==> src/rtl/ec_pkg.sv <==
package ec_pkg;

    typedef enum logic {
        ST_SCAN = 1'b0,
        ST_XFER = 1'b1
    } ec_state_e;

    function automatic int next_chan(int cur, int n);
        return (cur == n - 1) ? 0 : cur + 1;
    endfunction

endpackage

==> src/rtl/ec_scan.sv <==
module ec_scan
    import ec_pkg::*;
#(
    parameter int N_CH     = 10,
    parameter int LEN_W    = 12,
    parameter int ROOM_W   = 12,
    parameter int HDR_WORDS = 28,
    localparam int CH_W    = (N_CH > 1) ? $clog2(N_CH) : 1,
    localparam int CMP_W   = (LEN_W > ROOM_W) ? LEN_W : ROOM_W
) (
    input  logic                    clk,
    input  logic                    rst_n,
    input  logic [N_CH-1:0]         ch_avail,
    input  logic [N_CH*LEN_W-1:0]   ch_len,
    input  logic [ROOM_W-1:0]       cf_room,
    output logic                    xfer,
    output logic [CH_W-1:0]         chan,
    output logic [LEN_W-1:0]        widx
);

    typedef struct packed {
        ec_state_e         state;
        logic [CH_W-1:0]   chan;
        logic [LEN_W-1:0]  cnt;
        logic [LEN_W-1:0]  len;
    } scan_t;

    scan_t s_d, s_q;

    logic [LEN_W-1:0] sel_len;
    logic [CMP_W-1:0] room_x, len_x;
    logic             sel_ready, fits;
    logic [CH_W-1:0]  chan_nxt;

    always_comb begin
        sel_len   = ch_len[s_q.chan*LEN_W +: LEN_W];
        sel_ready = ch_avail[s_q.chan];
        room_x    = CMP_W'(cf_room);
        len_x     = CMP_W'(sel_len);
        fits      = room_x >= len_x;
        chan_nxt  = CH_W'(next_chan(int'(s_q.chan), N_CH));

        s_d = s_q;
        case (s_q.state)
            ST_SCAN: begin
                if (!sel_ready) begin
                    s_d.chan = chan_nxt;
                end else if (fits) begin
                    s_d.state = ST_XFER;
                    s_d.cnt   = '0;
                    s_d.len   = sel_len;
                end
            end
            ST_XFER: begin
                if (s_q.cnt == s_q.len - 1'b1) begin
                    s_d.state = ST_SCAN;
                    s_d.chan  = chan_nxt;
                end else begin
                    s_d.cnt = s_q.cnt + 1'b1;
                end
            end
            default: s_d.state = ST_SCAN;
        endcase
    end

    always_ff @(posedge clk or negedge rst_n) begin
        if (!rst_n) begin
            s_q <= '{state: ST_SCAN, chan: '0, cnt: '0, len: '0};
        end else begin
            s_q <= s_d;
        end
    end

    assign xfer = (s_q.state == ST_XFER);
    assign chan = s_q.chan;
    assign widx = s_q.cnt;


    chan_range_chk: assert property (@(posedge clk) disable iff (!rst_n)
        int'(s_q.chan) < N_CH);


    skip_one_cycle_chk: assert property (@(posedge clk) disable iff (!rst_n)
        (s_q.state == ST_SCAN && !ch_avail[s_q.chan])
        |=> (s_q.state == ST_SCAN
             && s_q.chan == CH_W'(next_chan(int'($past(s_q.chan)), N_CH))));


    stall_hold_chk: assert property (@(posedge clk) disable iff (!rst_n)
        (s_q.state == ST_SCAN && ch_avail[s_q.chan] && !fits)
        |=> (s_q.state == ST_SCAN && $stable(s_q.chan)));


    no_interrupt_chk: assert property (@(posedge clk) disable iff (!rst_n)
        (s_q.state == ST_XFER && s_q.cnt != s_q.len - 1'b1)
        |=> (s_q.state == ST_XFER && $stable(s_q.chan)
             && s_q.cnt == $past(s_q.cnt) + 1'b1));


    min_len_chk: assert property (@(posedge clk) disable iff (!rst_n)
        $rose(s_q.state == ST_XFER) |-> (int'(s_q.len) >= HDR_WORDS));

endmodule

==> src/rtl/ec_tag.sv <==
module ec_tag #(
    parameter int N_CH    = 10,
    parameter int WORD_W  = 16,
    parameter int LEN_W   = 12,
    parameter int TAG_IDX = 1,
    parameter int TAG_LSB = 0,
    localparam int CH_W   = (N_CH > 1) ? $clog2(N_CH) : 1
) (
    input  logic                     clk,
    input  logic                     rst_n,
    input  logic                     xfer,
    input  logic [CH_W-1:0]          chan,
    input  logic [LEN_W-1:0]         widx,
    input  logic [N_CH*WORD_W-1:0]   ch_word,
    output logic [N_CH-1:0]          ch_pop,
    output logic                     cf_wr,
    output logic [WORD_W-1:0]        cf_data,
    output logic [CH_W-1:0]          cf_chan
);

    logic [WORD_W-1:0] raw_word;

    always_comb begin
        raw_word = ch_word[chan*WORD_W +: WORD_W];
        cf_data  = raw_word;
        if (int'(widx) == TAG_IDX) begin
            cf_data[TAG_LSB +: CH_W] = chan;
        end
        cf_wr   = xfer;
        cf_chan = chan;
    end

    for (genvar c = 0; c < N_CH; c++) begin : g_pop
        assign ch_pop[c] = xfer && (int'(chan) == c);
    end


    single_pop_chk: assert property (@(posedge clk) disable iff (!rst_n)
        $onehot0(ch_pop));


    pop_matches_wr_chk: assert property (@(posedge clk) disable iff (!rst_n)
        cf_wr |-> ($countones(ch_pop) == 1 && ch_pop[cf_chan]));


    idle_quiet_chk: assert property (@(posedge clk) disable iff (!rst_n)
        !cf_wr |-> (ch_pop == '0));

endmodule

==> src/rtl/evt_rr_collector.sv <==
module evt_rr_collector #(
    parameter int N_CH      = 10,
    parameter int WORD_W    = 16,
    parameter int LEN_W     = 12,
    parameter int ROOM_W    = 12,
    parameter int HDR_WORDS = 28,
    parameter int TAG_IDX   = 1,
    parameter int TAG_LSB   = 0,
    localparam int CH_W     = (N_CH > 1) ? $clog2(N_CH) : 1
) (
    input  logic                    clk,
    input  logic                    rst_n,
    input  logic [N_CH-1:0]         ch_avail,
    input  logic [N_CH*LEN_W-1:0]   ch_len,
    input  logic [N_CH*WORD_W-1:0]  ch_word,
    output logic [N_CH-1:0]         ch_pop,
    input  logic [ROOM_W-1:0]       cf_room,
    output logic                    cf_wr,
    output logic [WORD_W-1:0]       cf_data,
    output logic [CH_W-1:0]         cf_chan
);

    logic             xfer;
    logic [CH_W-1:0]  chan;
    logic [LEN_W-1:0] widx;

    ec_scan #(
        .N_CH      (N_CH),
        .LEN_W     (LEN_W),
        .ROOM_W    (ROOM_W),
        .HDR_WORDS (HDR_WORDS)
    ) i_scan (
        .clk      (clk),
        .rst_n    (rst_n),
        .ch_avail (ch_avail),
        .ch_len   (ch_len),
        .cf_room  (cf_room),
        .xfer     (xfer),
        .chan     (chan),
        .widx     (widx)
    );

    ec_tag #(
        .N_CH    (N_CH),
        .WORD_W  (WORD_W),
        .LEN_W   (LEN_W),
        .TAG_IDX (TAG_IDX),
        .TAG_LSB (TAG_LSB)
    ) i_tag (
        .clk     (clk),
        .rst_n   (rst_n),
        .xfer    (xfer),
        .chan    (chan),
        .widx    (widx),
        .ch_word (ch_word),
        .ch_pop  (ch_pop),
        .cf_wr   (cf_wr),
        .cf_data (cf_data),
        .cf_chan (cf_chan)
    );


    room_respected_chk: assert property (@(posedge clk) disable iff (!rst_n)
        $rose(cf_wr) |-> (int'(cf_room) >= int'(ch_len[cf_chan*LEN_W +: LEN_W])));

endmodule

==> config.mk <==
export PLATFORM = sky130hd
export DESIGN_NAME = evt_rr_collector
export DESIGN_NICKNAME = d
export VERILOG_FILES = /design/src/rtl/ec_pkg.sv /design/src/rtl/ec_scan.sv /design/src/rtl/ec_tag.sv /design/src/rtl/evt_rr_collector.sv
export SDC_FILE = /design/constraint.sdc
export NUM_CORES = 1
export LEC_CHECK = 0
export BUFFER_PORTS_ARGS = -buffer_cell sky130_fd_sc_hd__buf_2
export CORE_AREA = 2 2 130 132
export DETAILED_ROUTE_END_ITERATION = 16
export DIE_AREA = 0 0 132 134
export PLACE_DENSITY = 0.59
export SLEW_MARGIN = 10
export SYNTH_ARGS = -nofsm -noshare
export SYNTH_HDL_FRONTEND = slang
export SYNTH_SLANG_ARGS = --single-unit
==> constraint.sdc <==
create_clock -name clk -period 4.51 [get_ports clk]
set_input_delay 0.902 -clock clk [delete_from_list [all_inputs] [get_ports clk]]
set_output_delay 0.902 -clock clk [all_outputs]
set_load 0.1 [all_outputs]
---- After elaboration in Yosys (flattened, before gate mapping) ----
Cells that the tools add are included.
word-level totals
  register bits after elaboration ......... 29
  bits of input ports ..................... 304
  output and inout port bits .............. 31
  word-level logic and storage cells ...... 55
operators by class
  $add $sub $neg .......................... 3
  multipliers ............................. 1
  $lt $le $gt $ge ......................... 2
  eq/ne operators ......................... 16
  shifts and indexed selects .............. 2
  mux-type cells .......................... 12
  bitwise gates (word level) .............. 1
  reductions and logical operators ........ 14
operators with widths
  cell                                                                      number
  160-bit by 9-bit variable part select with 16-bit output                  1
  120-bit by 9-bit variable part select with 12-bit output                  1
  24-bit 2-to-1 mux                                                         2
  17-bit one-hot mux with 2 select lines                                    1
  4-bit equality test (second input constant)                               6
  12-bit by 1-bit adder with 12-bit output (second input constant)          1
  12-bit equality test                                                      1
  12-bit by 2-bit equality test with 1-bit output (second input constant)   1
  12-bit greater-or-equal comparator                                        1
  12-bit 2-to-1 mux                                                         1
  4-bit 2-to-1 mux                                                          3
  12-bit by 1-bit subtractor with 12-bit output (second input constant)     1
  1-bit logical AND                                                         10
  4-bit by 3-bit equality test with 1-bit output (second input constant)    2
  4-bit by 2-bit multiplier with 6-bit output (second input constant)       1
  2-bit inequality test (second input constant)                             3
  3-bit AND reduction                                                       2
  4-bit by 5-bit < comparator with 1-bit output (second input constant)     1
  5-bit 2-to-1 mux                                                          1
  4-bit by 1-bit adder with 4-bit output (second input constant)            1
  1-bit binary-select mux with 4-bit select                                 1
  4-bit by 2-bit equality test with 1-bit output (second input constant)    1
  4-bit logical NOT                                                         1
  2-bit by 1-bit inequality test with 1-bit output (second input constant)  2
  other kinds (3)                                                           5

---- Logic depth before layout (Yosys ltp) ----
  depth after elaboration ................. 6
  mapped depth ............................ 17
  depth with buffers taken out ............ 12

---- By module ----
A second synthesis with hierarchy kept.
unflattened totals
  cell total of the unflattened synthesis .. 472
  area, all modules ....................... 4654.5 µm²
by module, submodules not included
  module   times used  cells an instance  area each (µm²)
  ec_scan  1           303                3091.7
  ec_tag   1           169                1562.7

---- Least setup slack after synthesis ----
No wires, ideal clock.
  path kind ............................... register -> output
  from .................................... reg i_scan.s_q, in the netlist i_scan.chan[2]
  to ...................................... out ch_pop[4]
  data arrival time ....................... 4.552 ns
  slack ................................... -0.944 ns
  cell stages (with the launch flop) ...... 6
  cell sequence ........................... dfrtp_1 > buf_1 > clkbuf_1 > clkbuf_1 > nand2_1 > nor4_1
between the ends
  longest elaborated chain between the ends .. 2
ends and longest elaborated chain
  item                    RTL line                text
  from (decl)             ec_scan.sv:28           scan_t s_d, s_q;
  from (signal assigned)  ec_scan.sv:68           s_q <= '{state: ST_SCAN, chan: '0, cnt: '0, len: '0};
  4-bit equality test     ec_tag.sv:34            assign ch_pop[c] = xfer && (int'(chan) == c);
  1-bit logical AND       ec_tag.sv:34
  to (decl)               evt_rr_collector.sv:16  output logic [N_CH-1:0] ch_pop,
No other way between the ends.

---- Worst setup path after layout ----
  from .................................... reg i_scan.s_q, in the netlist i_scan.chan[1]
  to ...................................... out cf_data[6]
between the ends
  longest elaborated chain between the ends .. 1
ends and longest elaborated chain
  item                                                      RTL line                text
  160-bit by 9-bit variable part select with 16-bit output  ec_tag.sv:24            raw_word = ch_word[chan*WORD_W +: WORD_W];
  to (decl)                                                 evt_rr_collector.sv:19  output logic [WORD_W-1:0] cf_data,
No other way between the ends.

==> impl_metrics.py <==
metrics = {
    "status": {
        "outcome": "complete, no violations",
    },
    "power": {
        "power.leakage_nw": 3.11,
        "switching_power_w": 0.00249,
        "power_frac_comb_pct": 75.4,
        "power_per_cell_area_mw_per_mm2": 690,
        "power.sequential.fraction_pct": 15.7,
        "p_clk_share_pct": 8.8,
        "power.share.switching_pct": 55.4,
        "worst_ir_drop_vdd_mv": 0.334,
        "p_int_w": 0.00201,
    },
    "cts": {
        "clock_tree_from_tritoncts": "built",
        "clock-sinks": 29,
        "clockRootBuffer": "sky130_fd_sc_hd__clkbuf_16",
        "ctsLongestPathBuffers": 2,
        "cts_resized": 0,
        "cts_hold_buf": 0,
        "clk_pin_slew_ns": 0.05,
        "clkLatencyLatePin_ns": 0.28,
        "post-cts-setup-buffer-count": 0,
        "cts_htree_levels": 2,
        "cts_inserted_buffers": 5,
    },
    "synth": {
        "synthTopCellsByArea": "sky130_fd_sc_hd__mux4_2 (29%), sky130_fd_sc_hd__dfrtp_1 (16%), sky130_fd_sc_hd__mux2i_1 (13%), sky130_fd_sc_hd__ha_1 (4.2%), sky130_fd_sc_hd__xnor2_1 (3.1%)",
        "syn_inst_count": 437,
        "seq_area_frac_synth_pct": 16.2,
        "synth_commonest_cells": "sky130_fd_sc_hd__mux2i_1 (59), sky130_fd_sc_hd__mux4_2 (58), sky130_fd_sc_hd__nor2_1 (31)",
        "synth_top_area_share_pct": 29.2,
        "yosys.cell_count.top_type": "sky130_fd_sc_hd__mux2i_1",
        "syn_nets": 756,
        "synthesis.yosys.warnings": 0,
        "yosysTopAreaCell": "sky130_fd_sc_hd__mux4_2",
        "synth_async_reset_ratio_pct": 100,
        "synth_seq_cells": 29,
        "syn_avg_cell_area_sq_um": 10.2,
        "synth_edf_count": 0,
        "synthesis.area_sq_mm": 0.00448,
        "synth.distinct_cells": 59,
        "dominantRegCellSynth": "sky130_fd_sc_hd__dfrtp_1",
    },
    "floorplan": {
        "initial_utilization_pct": 27.5,
        "floorplan.die_area_sq_mm": 0.0177,
        "placementRows": 47,
        "chipWidth_microns": 132,
        "coreArea_sq_mm": 0.0163,
        "die_height_microns": 134,
        "ios": 335,
    },
    "worst_setup_path": {
        "cp.arrival_ns": 2.94,
        "critical_path_class": "reg2out",
        "worstPathMaxFanout": 27,
        "regToRegStartpoint": "i_scan.chan[1]",
        "critPathCaptureType": "primary output",
        "crit_path_start_kind": "register",
        "reg2reg_depth": 13,
        "cp_data_required_time_ns": 3.61,
        "worst_r2r_endpoint": "i_scan.s_q[10]",
        "r2r_slack_ns": 0.84,
    },
    "routing": {
        "wl_per_cell_microns": 21.6,
        "drc": 0,
        "detail_route.first_pass.iterations": 5,
        "vias_per_cell": 5.19,
        "detail-route-antenna-nets": 0,
        "postRouteWirelength_microns": 20800,
        "drt_first_iter_violations": 337,
        "route.vias.total": 5008,
    },
    "hold_path": {
        "hold-path-endpoint": "i_scan.s_q[1]",
        "worst_hold_path.num_cells": 2,
        "hp-class": "reg2reg",
        "hp-start": "i_scan.s_q[1]",
    },
    "run": {
        "timing.max_cap.violations": 0,
    },
    "timing": {
        "final_setup_tns_ns": 0,
        "period_minus_slack_ns": 3.84,
        "max-slew-margin-rel_pct": 55.5,
        "rsz_0062_raised_after_global_routing": "false",
        "max_freq_mhz": 260,
        "share_of_the_clock_period_used_by_the_worst_path_after_layout_pct": 85.2,
        "slew_viol_final": 0,
        "report.final.hold_viol_count": 0,
        "worst_slew_pin_slew_ns": 0.668,
        "finalSetupViolations": 0,
        "clock-skew-final_ns": 0.00486,
    },
    "layout": {
        "fraction_of_final_layout_cells_with_drive_strength_greater_than_1_pct": 57.7,
        "area_growth_pct": 45.7,
        "postLayoutCoreUtil_pct": 40.0,
        "final_layout_fill_cell_count": 1657,
        "final-seq-area_sq_um": 736,
        "nNetsFinal": 1060,
        "multi_input_gate_area_in_the_final_layout_sq_mm": 0.00354,
    },
    "grt": {
        "grt_usage_pct": 22.8,
        "antenna_found_initial": 11,
        "grt_pass1_vias": 4826,
        "grt_pass1_wl_microns": 30100,
        "grt.overflow.total": 0,
        "grt_max_degree": 46,
    },
    "placed_design": {
        "gp_routability_congestion": 0.894,
        "io_buffers": 334,
        "place.detailed.hpwl_microns": 17800,
    },
}
area by class of cell:
| type | count | share of cell area, % |
|---|---|---|
| multi-input combinational | 353 | 54.3 |
| timing repair buffer | 343 | 26.9 |
| sequential | 29 | 11.3 |
| tap | 220 | 4.22 |
| clock buffer | 6 | 2.13 |
| clock inverter | 2 | 0.576 |
| inverter | 9 | 0.518 |
| antenna | 3 | 0.115 |
through the flow:
stage | std cells | setup WS (ns) | hold slack (ns) | area (sq um) | total power, W
final | 965 | 0.668 | 0.546 | 6520 | 0.00450
after global routing | 962 | 0.485 | 0.585 | 6510 | 0.00478
after CTS | 962 | 0.691 | 0.553 | 6510 | 0.00452
after detailed placement | 954 | 0.760 | 0.542 | 6340 | 0.00411
after global placement | 954 | 0.831 | 0.531 | 6340 | 0.00409
after floorplan | 437 | -0.114 | 0.510 | 4510 | 0.00341
worst max-delay path, cell delays in order (launching register included):
cell and delay (ns):
sky130_fd_sc_hd__dfrtp_4 0.63, sky130_fd_sc_hd__nor2_1 0.32, sky130_fd_sc_hd__nand2_1 0.39, sky130_fd_sc_hd__buf_4 0.36, sky130_fd_sc_hd__o22ai_1 0.44, sky130_fd_sc_hd__buf_2 0.52
cell usage in the layout, fill, tap and decap left out, types with 3 or more instances in the layout:
cell type and count:
sky130_fd_sc_hd__nand3_1 6, sky130_fd_sc_hd__nand3b_1 4, sky130_fd_sc_hd__a21o_1 6, sky130_fd_sc_hd__mux2i_1 59, sky130_fd_sc_hd__dfrtp_1 25, sky130_fd_sc_hd__inv_1 9, sky130_fd_sc_hd__nand4_1 5, sky130_fd_sc_hd__mux4_2 58
sky130_fd_sc_hd__nand2b_1 7, sky130_fd_sc_hd__xnor2_1 16, sky130_fd_sc_hd__nor3_2 4, sky130_fd_sc_hd__diode_2 3, sky130_fd_sc_hd__or3_1 3, sky130_fd_sc_hd__xor2_1 4, sky130_fd_sc_hd__nor2b_1 6, sky130_fd_sc_hd__buf_2 334
sky130_fd_sc_hd__clkbuf_16 5, sky130_fd_sc_hd__nor3_1 12, sky130_fd_sc_hd__o22ai_1 11, sky130_fd_sc_hd__nor2_1 31, sky130_fd_sc_hd__o21ai_1 4, sky130_fd_sc_hd__buf_4 8, sky130_fd_sc_hd__nand2_1 22, sky130_fd_sc_hd__o21ai_0 5
sky130_fd_sc_hd__o22a_1 11, sky130_fd_sc_hd__a21oi_1 19, sky130_fd_sc_hd__ha_1 15, sky130_fd_sc_hd__o21a_1 3
per-layer routing:
layer	vias up	track usage (%)	routed length, microns
met3	17	9.37	2340
met1	2394	33.0	9320
li1	2334	-	-
met2	255	32.9	9000
met5	-	0	50
met4	8	2.23	123
logic make-up (layout without fill, tap and decap cells):
family,count (synthesis),after routing,synth area share (%)
buffers and inverters,55,360,5.45
AO/OA/AOI/OAI,78,78,12.3
adder cells (fa/ha/maj),15,15,4.19
multiplexers,120,120,43.1
XOR/XNOR,20,20,3.91
AND/OR/NAND/NOR,120,120,14.8
flip-flops,29,29,16.2
other,0,3,0
power by group through the flow:
stage                     Combinational [W]  Clock, W  Sequential, W
after floorplan                     0.00288         0       0.000531
after global placement              0.00337         0       0.000719
after detailed placement            0.00339         0       0.000718
after CTS                           0.00340  0.000400       0.000715
after global routing                0.00362  0.000411       0.000753
final                               0.00339  0.000398       0.000708
state kept, by name (all words and copies together), names as in the netlist:
register,count
i_scan.chan,4
i_scan.s_q,12
i_scan.widx,12
i_scan.xfer,1
worst max-delay path by stage:
stage / cells after the start / start / end
finish: 5 / i_scan.chan[1] / cf_data[6]
global route: 5 / i_scan.chan[1] / cf_data[6]
CTS: 5 / i_scan.chan[0] / cf_data[6]
detailed placement: 14 / ch_len[36] / i_scan.s_q[10]
global placement: 14 / ch_len[84] / i_scan.s_q[10]
floorplan: 6 / i_scan.chan[0] / ch_pop[0]
(Power assumes the default switching activity.)
